`src/rtl/blkprot_pkg.sv`:
```
package blkprot_pkg;

   localparam int unsigned LUT_W = 32;
   localparam int unsigned REG_W = 32;

   // control register bit positions
   localparam int unsigned BIT_FAULT_ERR = 4;
   localparam int unsigned BIT_GATE_REQ  = 6;
   localparam int unsigned BIT_GATE_ACK  = 7;
   localparam int unsigned BIT_GATE_ERR  = 16;
   localparam int unsigned BIT_GATE_HAS  = 23;

   typedef enum logic [2:0] {
      SEL_CTRL    = 3'd0,
      SEL_BLKCFG  = 3'd1,
      SEL_INTEN   = 3'd2,
      SEL_INTSTAT = 3'd3,
      SEL_INTCLR  = 3'd4
   } reg_sel_e;

   typedef struct packed {
      logic fault_err;
      logic gate_req;
      logic gate_err;
   } ctrl_t;

endpackage

```
`src/rtl/blkprot_regs.sv`:
```
module blkprot_regs
   import blkprot_pkg::*;
#(
   parameter int  GATE_EN   = 1,
   parameter int  BLK_CFG   = 0,
   parameter int  NUM_WORDS = 4,
   parameter int  REG_AW    = 8,
   localparam int WIDX_W    = (NUM_WORDS > 1) ? $clog2(NUM_WORDS) : 1
) (
   input  logic              clk,
   input  logic              rst_n,
   input  logic              reg_we,
   input  logic [REG_AW-1:0] reg_addr,
   input  logic [REG_W-1:0]  reg_wdata,
   output logic [REG_W-1:0]  reg_rdata,
   input  logic [LUT_W-1:0]  lut_rdata,
   output logic              lut_we,
   output logic [WIDX_W-1:0] lut_idx,
   input  logic              gate_ack,
   input  logic              fault_evt,
   output ctrl_t             ctrl,
   output logic              irq
);

   localparam logic GATE_ON = (GATE_EN != 0);

   if (REG_AW < 5) begin : g_bad_aw
      $error("REG_AW must be at least 5");
   end
   if (longint'(NUM_WORDS) > (longint'(1) << (REG_AW - 1))) begin : g_bad_map
      $error("bitmap does not fit the register window");
   end

   logic [REG_AW-2:0] lut_off;
   logic              is_lut, is_reg, clr_wr;
   reg_sel_e          sel;
   ctrl_t             ctrl_q;
   logic              en_q, stat_q;

   assign lut_off = reg_addr[REG_AW-2:0];
   assign is_lut  = reg_addr[REG_AW-1] && (lut_off < (REG_AW-1)'(NUM_WORDS));
   assign is_reg  = !reg_addr[REG_AW-1] && (reg_addr[REG_AW-2:3] == '0);
   assign sel     = reg_sel_e'(reg_addr[2:0]);
   assign lut_idx = lut_off[WIDX_W-1:0];
   assign lut_we  = reg_we && is_lut;
   assign clr_wr  = reg_we && is_reg && (sel == SEL_INTCLR) && reg_wdata[0];

   always_ff @(posedge clk or negedge rst_n) begin
      if (!rst_n) begin
         ctrl_q <= '0;
         en_q   <= 1'b0;
         stat_q <= 1'b0;
      end else begin
         if (reg_we && is_reg && sel == SEL_CTRL) begin
            ctrl_q.fault_err <= reg_wdata[BIT_FAULT_ERR];
            ctrl_q.gate_req  <= reg_wdata[BIT_GATE_REQ] & GATE_ON;
            ctrl_q.gate_err  <= reg_wdata[BIT_GATE_ERR] & GATE_ON;
         end
         if (reg_we && is_reg && sel == SEL_INTEN)
            en_q <= reg_wdata[0];
         if (fault_evt)   stat_q <= 1'b1;
         else if (clr_wr) stat_q <= 1'b0;
      end
   end

   always_comb begin
      reg_rdata = '0;
      if (is_lut) begin
         reg_rdata = lut_rdata;
      end else if (is_reg) begin
         case (sel)
            SEL_CTRL: begin
               reg_rdata[BIT_FAULT_ERR] = ctrl_q.fault_err;
               reg_rdata[BIT_GATE_REQ]  = ctrl_q.gate_req;
               reg_rdata[BIT_GATE_ACK]  = gate_ack;
               reg_rdata[BIT_GATE_ERR]  = ctrl_q.gate_err;
               reg_rdata[BIT_GATE_HAS]  = GATE_ON;
            end
            SEL_BLKCFG:  reg_rdata    = REG_W'(BLK_CFG);
            SEL_INTEN:   reg_rdata[0] = en_q;
            SEL_INTSTAT: reg_rdata[0] = stat_q;
            default:     reg_rdata    = '0;
         endcase
      end
   end

   assign ctrl = ctrl_q;
   assign irq  = stat_q & en_q;

   assert_stat_sticky_R6: assert property (@(posedge clk) disable iff (!rst_n)
      (stat_q && !clr_wr) |=> stat_q)
      else $error("fault status dropped without a clear");

   assert_stat_source_R6: assert property (@(posedge clk) disable iff (!rst_n)
      $rose(stat_q) |-> $past(fault_evt))
      else $error("fault status rose without a fault");

endmodule

```
`config.mk`:
```
export PLATFORM = sky130hd
export DESIGN_NAME = blkprot_regs
export DESIGN_NICKNAME = d
export VERILOG_FILES = /design/src/rtl/blkprot_pkg.sv /design/src/rtl/blkprot_regs.sv
export SDC_FILE = /design/constraint.sdc
export NUM_CORES = 1
export LEC_CHECK = 0
export ABC_AREA = 1
export BUFFER_PORTS_ARGS = -buffer_cell sky130_fd_sc_hd__buf_2
export CORE_MARGIN = 5
export CORE_UTILIZATION = 27
export DETAILED_ROUTE_END_ITERATION = 6
export GPL_TIMING_DRIVEN = 0
export PLACE_DENSITY = 0.89
export SLEW_MARGIN = 10
export SYNTH_ARGS = -nofsm -noshare
export SYNTH_HDL_FRONTEND = slang
export SYNTH_SLANG_ARGS = --single-unit
```
`constraint.sdc`:
```
create_clock -name clk -period 1.1 [get_ports clk]
set_input_delay 0.22 -clock clk [delete_from_list [all_inputs] [get_ports clk]]
set_output_delay 0.22 -clock clk [all_outputs]
set_load 0.01 [all_outputs]
```
* Word-level counts from Yosys, hierarchy flattened
Index checks and enable logic that the tools add are counted.
Word-level totals: register bits 5, input port bits 77, output and inout port bits 39
Cells by class: order comparisons 1, eq/ne operators 3, muxes and demuxes 9, bitwise operators 1, reduce and logical (&&, ||, !) cells 12
Operator list (number):
- two-way mux 32 bit | 1
- two-way mux 24 bit | 1
- logical AND 1 bit | 8
- less-than comparator 7 x 3 -> 1 bit, second input constant | 1
- equality test 3 x 2 -> 1 bit, second input constant | 2
- two-way mux 1 bit | 5
- logical NOT 4 bit | 1
- equality test 3 bit, second input constant | 1
- logical NOT 3 bit | 1
- two-way mux 2 bit | 1
- one-hot mux 1 bit (2 select lines) | 1
- nonzero test 2 bit | 1
- bitwise AND 1 bit | 1
- logical NOT 1 bit | 1

* Longest topological paths before layout
Gate-level depths: netlist of run 1.
word-level depth 7, gate-level depth with buffers 6, depth with buffers taken out 6

* Worst setup path after synthesis of run 1
OpenSTA, ideal clock, no wires.
path type reg2out, start point register en_q, end point output reg_rdata[0], arrival time 844 ps, data required time 880 ps, setup slack 36 ps, stages on the path, launching flop included 4, path buffers 0, path through dfrtp_1 > or2_2 > o211ai_1 > o21ai_0
Between the ends: cells in the longest elaborated chain, start to end 3
Ends and longest elaborated chain:
- from (decl) | line blkprot_regs.sv:38 | logic en_q, stat_q;
- from (signal assigned) | line blkprot_regs.sv:60 | en_q <= reg_wdata[0];
- one-hot mux 1 bit (2 select lines) | line blkprot_regs.sv:71 | case (sel)
- two-way mux 24 bit | line blkprot_regs.sv:70 | end else if (is_reg) begin
- two-way mux 32 bit | line blkprot_regs.sv:68 | if (is_lut) begin
- to (decl) | line blkprot_regs.sv:15 | output logic [REG_W-1:0] reg_rdata,
No other way between the ends.

* Worst setup path in the final report of run 1
Ends and elaborated chain as after synthesis.

==> key figures, run 1 <==
Run status
  – Status: finished, violations left
  – Failing checks: setup timing

Die
  – I/O pin total: 116
  – Initial core utilization: 27.5%
  – Num rows: 18
  – Die X-Extent: approximately 60 µm
  – Core box area: roughly 2400 µm²
  – Die Area: 3570 µm²
  – Die H: 59.7 µm

Synth
  – Post-Syn Area: ~670 µm²
  – Syn_area_per_cell: about 5.6 µm²
  – FFs w/ async S/R, synth: 100%
  – Number of flops mapped to enable cells by yosys: 0
  – Xor and xnor area share after synthesis: 0%
  – Main combinational cell family by area after synthesis: simple AND/OR/NAND/NOR gates
  – Seq cells post-synth: 5
  – Synth Area in Adders: 0%
  – Synthesis Warnings: 0
  – Top cells by count, synth: inv_1, nor2_1, nand2_1, nand3_1, dfrtp_1
  – Area leader, netlist: inv_1
  – Compound-Gate Fraction of Synth Area: about 8%
  – Seq/Total Area, Yosys: 18.7%
  – Post-Syn Nets: just under 200
  – Yosys top cell area share: between 20% and 30%
  – Multiplexer area fraction after synthesis: 0%
  – Post-Synth Simple-Gate Area: a little under half
  – Mapped Cells: 120
  – Top cells by area, synth: inv_1, dfrtp_1, nor2_1
  – Synth unique cells: 20
  – Top-count cell post-synth: inv_1
  – Prevailing post-synth register cell: dfrtp_1

Worst setup path
  – CP startpoint: en_q
  – R2R Path End: en_q
  – Critical Path Fanout Max: 2
  – CP startpoint kind: register
  – Reg-to-reg slack, setup: between 300 and 400 ps
  – Worst EP arrival: ~1100 ps
  – Worst setup path class: reg -> out
  – Critical R2R Launch: en_q
  – Worst reg-to-reg path cell count: 3
  – Req. time, crit path: 880 ps
  – Crit path capture type: primary output
  – Worst Setup EP: reg_rdata[0]

Job
  – Maxcap violations: 0

GRT
  – Largest net degree at the start of global routing: 9
  – Number of antenna violations at the first check in global routing: 0
  – Vias in the first global route: 930
  – All-layer global routing usage: a little over an eighth
  – First-pass GRT wire length: around 3800 µm
  – Overflow after GRT: 0

Power and ir drop
  – Final Power: roughly 0.00068 W
  – Peak supply drop: roughly 0.56 mV
  – Pleak: between 0.9 and 1 nW
  – Pwr Density: ~440 nW/µm²

Drt
  – Vias per Instance: about 4.2
  – Drt wl/cell: between 10 and 15 µm
  – # DRC: 0
  – Via count: approximately 1100
  – 1st-iter DRT viols: 41
  – Total Wirelength: roughly 2800 µm
  – First-pass iteration count of the detailed router: 4
  – Antenna Nets Post-Route: 0

Clock tree
  – Clock Latency Late Sink: around 240 ps
  – Clock sink total: 5
  – Clock slew at reported path FFs: 40 ps
  – CTS tree: done
  – Max Buffers Root-to-Sink: 2
  – Htree depth: 1
  – TritonCTS Buffers: 3
  – Root Buffer Master: clkbuf_4

Timing
  – Slew headroom: approximately 78%
  – Min Hold Slack: 162 ps
  – Endpoints failing setup: 34
  – Final hold vios: 0
  – Post-layout minimum cycle time: ~1400 ps
  – Fmax: 736 MHz
  – Unrepaired setup endpoints after global routing: yes
  – Tcrit/Tclk final: 124%
  – Least-Margin Pin Slew: 334 ps
  – Setup WS post-layout: -259 ps
  – Max Clock Skew: 0 ps
  – Slew Viols, Final: 0

Worst hold path
  – Hold Crit Class: in -> reg

Placed design
  – Detailed placement HPWL: about 2000 µm
  – Final Wtd Congestion: 0.780
  – Port bufs: between 80 and 90

Cells and area
  – Synthesis-to-finish area growth: 134%
  – N_diodes: 0
  – Fill cell count: 212
  – Share of cells above drive strength 1: 64.0%
  – Fin nets: 300
[state kept, by name (all words and copies together) (netlist names)]
register,count
ctrl,3
stat_q,1
en_q,1
[kinds of logic after synthesis]
family / count (synthesis)
flops: 5
buf+inv: 44
simple gates: 64
compound gates: 7
[critical path: stages, from the launching register on]
cell,delay [ps]
dfrtp_1,380
or2_4,230
o211ai_1,90
o21ai_1,70
buf_2,130
[report_power, final]
group	total [W]	switching, W	leakage [nW]	internal [W]
Combinational	0.000276	0.000135	0.884	0.000142
Clock	0.000207	0.0000703	0.0150	0.000137
Sequential	0.000198	0.00000587	0.0639	0.000192
Total	0.000681	0.000211	0.963	0.000470
[per-stage QoR]
step	area [µm²]	TNS (ps)	util, %	std cells	worst slack (ps)
2_1_floorplan	668	0	-	120	35.6
3_3_place_gp	1140	-5800	46.7	236	-251
3_5_place_dp	1140	-5870	46.7	236	-263
4_1_cts	1370	-6760	56.2	252	-285
5_1_grt	1560	-8290	64.1	252	-308
6_report	1560	-6340	64.1	252	-259
[how the worst min path moves through the flow]
stage          cells after the start  slack [ps]  startpoint  endpoint
6_report                           3         160   fault_evt    stat_q
3_3_place_gp                       1          30       rst_n   ctrl[1]
4_1_cts                            3         150   fault_evt    stat_q
2_1_floorplan                      0         -80       rst_n   ctrl[0]
3_5_place_dp                       1          40       rst_n      en_q
5_1_grt                            3         170   fault_evt    stat_q
[cells in the final DEF, fill, tap and decap left out, drive strengths merged]
cell         count
buf            102
nor2            33
nand3b           1
nand2           17
o21ai            5
dfrtp            5
o22ai            1
dlygate4sd3      1
or2              1
nand4            2
nand3            8
o211ai           1
clkbuf           5
nor3             2
inv             38
[per-layer routing]
layer	global-route usage [%]	part of all wire [%]	vias to the layer above
li1	-	-	547
met1	14.9	34	452
met2	24.5	53	57
met3	3.02	12	3
met4	5.70	0.99	0
met5	0	0	-
[layout make-up]
| cell class | instances | area [µm²] | area share (%) |
|---|---|---|---|
| Clock buffer | 4 | 26.3 | 1.68 |
| Timing Repair Buffer | 98 | 661 | 42.3 |
| Buffer | 6 | 56.3 | 3.61 |
| Multi-Input combinational cell | 71 | 509 | 32.6 |
| Sequential cell | 5 | 125 | 8.02 |
| Tap cell | 30 | 37.5 | 2.41 |
| Inverter | 38 | 145 | 9.30 |
[what timing repair did]
action                     CTS  global route
hold endpoints to repair     5             0
pin swaps                    9             8
hold buffers                 1             0
resized for setup           31            45
gates cloned                 3             0
buffers inserted             8             1
setup endpoints to repair   33            34
Note: power is estimated with default switching activity, not from simulation.
==> run 2: changes to the inputs <==
Settings changed: ABC_AREA 1 to not set, CORE_UTILIZATION 27 to 22, PLACE_DENSITY 0.89 to 0.83.
Clock period 1.1 ns to 1.2 ns, I/O delays scaled along.
==> run 2 against run 1 <==
  * Largest cell class unchanged
  * Critical path depth rose by 3
  * The flow still finishes with violations (setup timing)
  * Largest power group is now the clock network
  * Sequential cell count is the same
  * Routed wire length is 11% lower
  * Via count shrank 16%
  * Combinational power down 27%
==> key figures, run 2 <==
Cells and area
  – Share of cells above drive strength 1: 85.5% (+21 points)
  – Synthesis-to-finish area growth: 143%
  – N_diodes: 0 (unchanged)
  – Largest register FFs: 3 (unchanged)
  – Fin nets: 243 (-19%)
  – Most frequent cells in the layout: buf_2, buf_6, and2_4
  – Most common cell after layout, fill and taps aside: buf_2
  – Finished Layout Cells: 195 (-23%)
  – Final instance area: 1430 µm² (-8.1%)
  – End-of-flow core utilization: 56.8% (-7.3 points)

Synth
  – Synthesis Warnings: 0 (unchanged)
  – Prevailing post-synth register cell: dfrtp_1
  – Area leader, netlist: dfrtp_1
  – Synth unique cells: 23 (+15%)
  – Post-Syn Nets: 144 (-27%)
  – Top cells by count, synth: and2_1, and2_2, dfrtp_1, mux2_2, nor2_1
  – Top cells by area, synth: dfrtp_1, and2_1, and2_2
  – Top-count cell post-synth: and2_1
  – Number of flops mapped to enable cells by yosys: 0 (unchanged)
  – Seq/Total Area, Yosys: 21.2% (+2.5 points)
  – FFs w/ async S/R, synth: 100% (unchanged)
  – Syn_area_per_cell: 8.81 µm² (+58%)
  – Yosys top cell area share: 21.2% (+0.40 points)
  – Post-Syn Area: 591 µm² (-12%)
  – Mapped Cells: 67 (-44%)
  – Seq cells post-synth: 5 (unchanged)

Placed design
  – Post-Place Cells: 183 (-22%)
  – Detailed placement HPWL: 1900 µm (-3.8%)
  – Placed cell areas: 1120 µm² (-1.7%)
  – Port bufs: 86 (unchanged)
  – Final Wtd Congestion: 0.668 (-14%)

Power and ir drop
  – Peak supply drop: 0.543 mV (-3.4%)
  – Final Power: 0.000587 W (-14%)
  – Pleak: 0.774 nW (-20%)
  – Pwr Density: 410 nW/µm² (-6.2%)

Worst setup path
  – CP startpoint kind: input pin
  – Reg-to-reg slack, setup: 430 ps (+70 ps)
  – Worst EP arrival: 1380 ps (+240 ps)
  – Req. time, crit path: 960 ps (+80 ps)
  – Worst setup path class: in -> out
  – Crit path capture type: primary output
  – Critical Path Fanout Max: 6 (+4)

Drt
  – 1st-iter DRT viols: 20 (-51%)
  – First-pass iteration count of the detailed router: 4 (unchanged)
  – Antenna Nets Post-Route: 0 (unchanged)
  – Drt wl/cell: 12.9 µm (+15%)
  – Vias per Instance: 4.56 (+8.5%)
  – Total Wirelength: 2510 µm (-11%)
  – # DRC: 0 (unchanged)
  – Via count: 889 (-16%)

Clock tree
  – Htree depth: 1 (unchanged)
  – Clock Latency Late Sink: 240 ps (about the same)
  – Clock sink total: 5 (unchanged)
  – Root Buffer Master: clkbuf_4
  – Clock slew at reported path FFs: 50 ps (about the same)
  – CTS tree: done
  – Max Buffers Root-to-Sink: 2 (unchanged)
  – TritonCTS Buffers: 3 (unchanged)

Die
  – I/O pin total: 116 (unchanged)
  – Die H: 61.8 µm (+3.5%)
  – Num rows: 18 (unchanged)
  – Die X-Extent: 61.8 µm (+3.5%)
  – Die Area: 3820 µm² (+7.0%)
  – Initial core utilization: 23.4% (-4.1 points)
  – Core box area: 2520 µm² (+3.7%)

Timing
  – Least-Margin Pin Slew: 270 ps (-63.5 ps)
  – Post-route setup TNS: -11810 ps (-5470 ps)
  – Slew headroom: 81.9% (+4.2 points)
  – Final hold vios: 0 (unchanged)
  – Slew Viols, Final: 0 (unchanged)
  – Fmax: 618 MHz
  – Endpoints failing setup: 36 (+5.9%)
  – Post-layout minimum cycle time: roughly 1600 ps
  – Max Clock Skew: 0 ps (unchanged)
  – Setup WS post-layout: -419 ps (-160 ps)
  – Unrepaired setup endpoints after global routing: yes
  – Tcrit/Tclk final: 135%

GRT
  – All-layer global routing usage: 13.3% (-0.22 points)
  – Largest net degree at the start of global routing: 10 (+1)
  – Vias in the first global route: 915 (-1.6%)
  – First-pass GRT wire length: 3890 µm (+2.5%)
  – Number of antenna violations at the first check in global routing: 0 (unchanged)
  – Overflow after GRT: 0 (unchanged)

Run status
  – Failing checks: setup timing
  – Status: finished, violations left

Job
  – Maxcap violations: 0 (unchanged)

Worst hold path
  – Hold Crit Class: in -> reg
-- run 2: cell count changes after synthesis, moves of 4 or more --
cell / previous run / this run
nand2_1: 17 / 1
mux2_2: 0 / 5
inv_1: 37 / 1
and2_2: 0 / 9
and2_1: 0 / 19
nand3_1: 6 / 1
a22oi_1: 0 / 4
nor2_1: 28 / 5
-- run 2: worst max-delay path: stages --
cell	delay, ps
buf_6	90
nor4_4	300
nor3b_4	250
buf_6	160
buf_6	110
and2_4	130
buf_6	90
-- run 2: logic make-up (layout without fill, tap and decap cells) --
kind of cell / count (synthesis) / after routing / synth area share, %
AOI/OAI and AO/OA: 7 / 7 / 8.05
DFF: 5 / 5 / 21.2
and+or+nand+nor: 44 / 44 / 53.4
buffers and inverters: 6 / 104 / 7.84
muxes: 5 / 5 / 9.53
-- run 2: per-stage QoR --
step           setup slack [ps]  hold slack (ps)
2_1_floorplan              -257            -55.6
3_3_place_gp               -639             65.6
3_5_place_dp               -657             65.9
4_1_cts                    -437              168
5_1_grt                    -494              173
6_report                   -419              167
-- run 2: worst paths after layout --
kind	end	start	cells past startpoint
max reg2reg	ctrl[1]	ctrl[1]	1
max in group asynchronous	ctrl[0]	rst_n	2
min reg2reg	stat_q	stat_q	1
max	reg_rdata[12]	reg_addr[3]	7
min in group asynchronous	stat_q	rst_n	2
min	stat_q	fault_evt	2
-- run 2: routing by layer --
layer	GRT usage (%)	share of wire (%)
met1	13.5	32
met4	2.73	0.76
met5	0	0
met2	25.9	48
met3	4.75	19
-- run 2: area by class of cell --
cell class,count,area (µm²)
repair buffers,94,696
flip-flops and latches,5,125
clock buffers,4,26.3
inverters,1,3.75
fillers,202,1090
plain buffers,5,42.5
multi-input cells,56,503
well taps,30,37.5
-- run 2: what timing repair did --
action,in CTS,in global routing
hold buffers,1,0
gates cloned,3,0
resized for setup,46,3
setup buffers,5,0
setup endpoints to repair,36,37
endpoints found under the hold margin,5,0
pin swaps,13,2
-- run 2: power by group --
group          internal (W)  switching, W  total (W)  leakage, nW
clock network      0.000126     0.0000795   0.000206       0.0150
logic              0.000121     0.0000800   0.000201        0.696
registers          0.000176    0.00000492   0.000181       0.0639
==> run 3: changes to the inputs <==
Settings changed: BUFFER_PORTS_ARGS -buffer_cell sky130_fd_sc_hd__buf_2 to not set, CORE_AREA set to 5 5 42 44, CORE_MARGIN 5 to not set, CORE_UTILIZATION 22 to not set, DIE_AREA set to 0 0 47 49, DONT_BUFFER_PORTS set to 1, PLACE_DENSITY 0.83 to 0.69.
==> run 3 against run 2 <==
  * Clock power is 9% lower
  * Die area is 40% lower
  * Design area is 36% lower
  * The flow still finishes with violations (setup timing)
  * Routed wire length is 20% lower
  * Highest routed layer unchanged
  * Via count is 35% lower
  * First-iteration DRC count is 75% lower
  * Total power is 18% lower
  * Count of clock-buffer cells in the layout stayed put
  * Fmax is 14% higher
  * Combinational power is 44% lower
  * Clock skew stayed put
  * Register-to-register slack worse by 100 ps
==> key figures, run 3 (synthesized netlist as in run 2, its figures left out) <==
Drt
  – Antenna Nets Post-Route: 0 (unchanged)
  – 1st-iter DRT viols: 5 (-75%)
  – Vias per Instance: 5.81 (+27%)
  – # DRC: 0 (unchanged)
  – First-pass iteration count of the detailed router: 4 (unchanged)
  – Total Wirelength: 2010 µm (-20%)
  – Drt wl/cell: 20.3 µm (+57%)
  – Via count: 575 (-35%)

Timing
  – Post-layout minimum cycle time: 1420 ps (-199 ps)
  – Final hold vios: 0 (unchanged)
  – Least-Margin Pin Slew: 286 ps (+15.8 ps)
  – Post-route setup TNS: -5800 ps (+6010 ps)
  – Max Clock Skew: 0 ps (unchanged)
  – Slew Viols, Final: 0 (unchanged)
  – Endpoints failing setup: 33 (-8.3%)
  – Slew headroom: 80.9% (-1.0 points)
  – Tcrit/Tclk final: 118% (-17 points)
  – Min Hold Slack: 98.9 ps (-68.0 ps)
  – Unrepaired setup endpoints after global routing: yes
  – Fmax: 705 MHz (+14%)
  – Setup WS post-layout: -219 ps (+199 ps)

Die
  – Initial core utilization: 42.1% (+19 points)
  – I/O pin total: 116 (unchanged)
  – Die X-Extent: 47 µm (-24%)
  – Core box area: 1400 µm² (-44%)
  – Die H: 49 µm (-21%)
  – Die Area: 2300 µm² (-40%)
  – Num rows: 14 (-4)

Cells and area
  – Fill cell count: 117 (-42%)
  – Synthesis-to-finish area growth: 55.5%
  – Most frequent cells in the layout: and2_4, buf_4, buf_6
  – Most common cell after layout, fill and taps aside: and2_4
  – Fin nets: 161 (-34%)
  – N_diodes: 0 (unchanged)
  – Share of cells above drive strength 1: 81.9% (-3.5 points)
  – Largest register FFs: 3 (unchanged)

Clock tree
  – Clock slew at reported path FFs: 40 ps (about the same)
  – Max Buffers Root-to-Sink: 2 (unchanged)
  – TritonCTS Buffers: 3 (unchanged)
  – Root Buffer Master: clkbuf_4
  – Htree depth: 1 (unchanged)
  – CTS tree: done
  – Clock sink total: 5 (unchanged)
  – Clock Latency Late Sink: 230 ps (about the same)

Run status
  – Status: finished, violations left
  – Failing checks: setup timing

Power and ir drop
  – Pwr Density: 526 nW/µm² (+28%)
  – NetSw: 0.000121 W (-27%)
  – Combinational cell fraction of total power: 23.1% (-11 points)
  – Peak supply drop: 0.584 mV (+7.6%)
  – Sw frac: 25.0% (-3.0 points)
  – Clock power frac: 38.7% (+3.7 points)
  – Pint: 0.000362 W (-14%)
  – Pleak: 0.387 nW (-50%)
  – Flop pwr share: 38.2% (+7.5 points)

Worst setup path
  – Slowest-stage cell, CP: nor4_4
  – Max incr delay on CP: 280 ps (-20 ps)
  – Worst EP arrival: 1180 ps (-200 ps)
  – Req. time, crit path: 960 ps (about the same)
  – Cell family with most CP delay: simple AND/OR/NAND/NOR gates
  – Worst setup path class: in -> out
  – Critical Path Fanout Max: 5 (-1)
  – Critical Path, Cell by Cell: nor4_4 -> nor3b_4 -> buf_6 -> buf_6 -> and2_4
  – Crit path capture type: primary output
  – Critical path buffers and inverters: 2 (-2)
  – CP startpoint kind: input pin
  – Most Frequent Cell on Critical Path: buf_6

GRT
  – First-pass GRT wire length: 2840 µm (-27%)
  – Overflow after GRT: 0 (unchanged)
  – Vias in the first global route: 611 (-33%)
  – All-layer global routing usage: 16.8% (+3.5 points)
  – Number of antenna violations at the first check in global routing: 0 (unchanged)
  – Largest net degree at the start of global routing: 10 (unchanged)

Job
  – Maxcap violations: 0 (unchanged)

Worst hold path
  – Hold Crit Class: in -> reg

Placed design
  – Port bufs: 0 (-100%)
  – Placement Setup Slack: -397 ps (+260 ps)
  – Final Wtd Congestion: 0.660 (-1.2%)
run 3: cell count changes in the layout (fill, tap and decap cells not counted), sizes merged:
cell | previous run | this run
buf | 98 | 16
run 3: power groups by stage:
stage	combinational, W	clock, W	sequential [W]
floorplan	0.0000614	0	0.000185
global placement	0.0000669	0	0.000186
detailed placement	0.0000680	0	0.000186
CTS	0.000108	0.000195	0.000184
global route	0.000119	0.000214	0.000185
finish	0.000112	0.000187	0.000184
run 3: repair_timing:
action,4_1_cts,5_1_grt
gates resized for setup,36,3
pin swaps,16,4
cloned,2,0
buffers inserted,9,0
setup endpoints to repair,33,37
hold buffers,1,0
endpoints found under the hold margin,5,0
run 3: final timing paths:
kind | to | cells past startpoint | slack (ps) | from
min in group asynchronous | en_q | 1 | 290 | rst_n
max in group asynchronous | ctrl[0] | 1 | 730 | rst_n
worst max-delay path | reg_rdata[9] | 5 | -220 | reg_addr[3]
worst min-delay path | stat_q | 1 | 100 | fault_evt
worst min register to register | stat_q | 2 | 580 | stat_q
worst max register to register | en_q | 2 | 330 | en_q
run 3: area by class of cell:
| cell class | instances | area, µm² | area share, % |
|---|---|---|---|
| multi-input combinational | 56 | 583 | 63.5 |
| sequential | 5 | 125 | 13.6 |
| buffer | 5 | 45.0 | 4.90 |
| clock buffer | 4 | 26.3 | 2.86 |
| inverter | 1 | 3.75 | 0.409 |
| tap | 16 | 20.0 | 2.18 |
| timing repair buffer | 12 | 115 | 12.5 |
run 3: per-stage QoR:
step	total power [W]	instance area, µm²	utilization [%]	instances
final	0.000483	918	65.5	99
after global routing	0.000518	918	65.5	99
after CTS	0.000487	906	64.6	99
after detailed placement	0.000254	669	47.8	83
after global placement	0.000253	669	47.8	83
after floorplan	0.000246	649	-	67
run 3: metal layers:
| layer | global-route usage, % | up-vias | share of wire [%] |
|---|---|---|---|
| met5 | 0 | - | 0 |
| met4 | 7.83 | 0 | 2.1 |
| met3 | 4.43 | 6 | 16 |
| met2 | 32.6 | 48 | 58 |
| met1 | 14.5 | 263 | 24 |
| li1 | - | 258 | - |
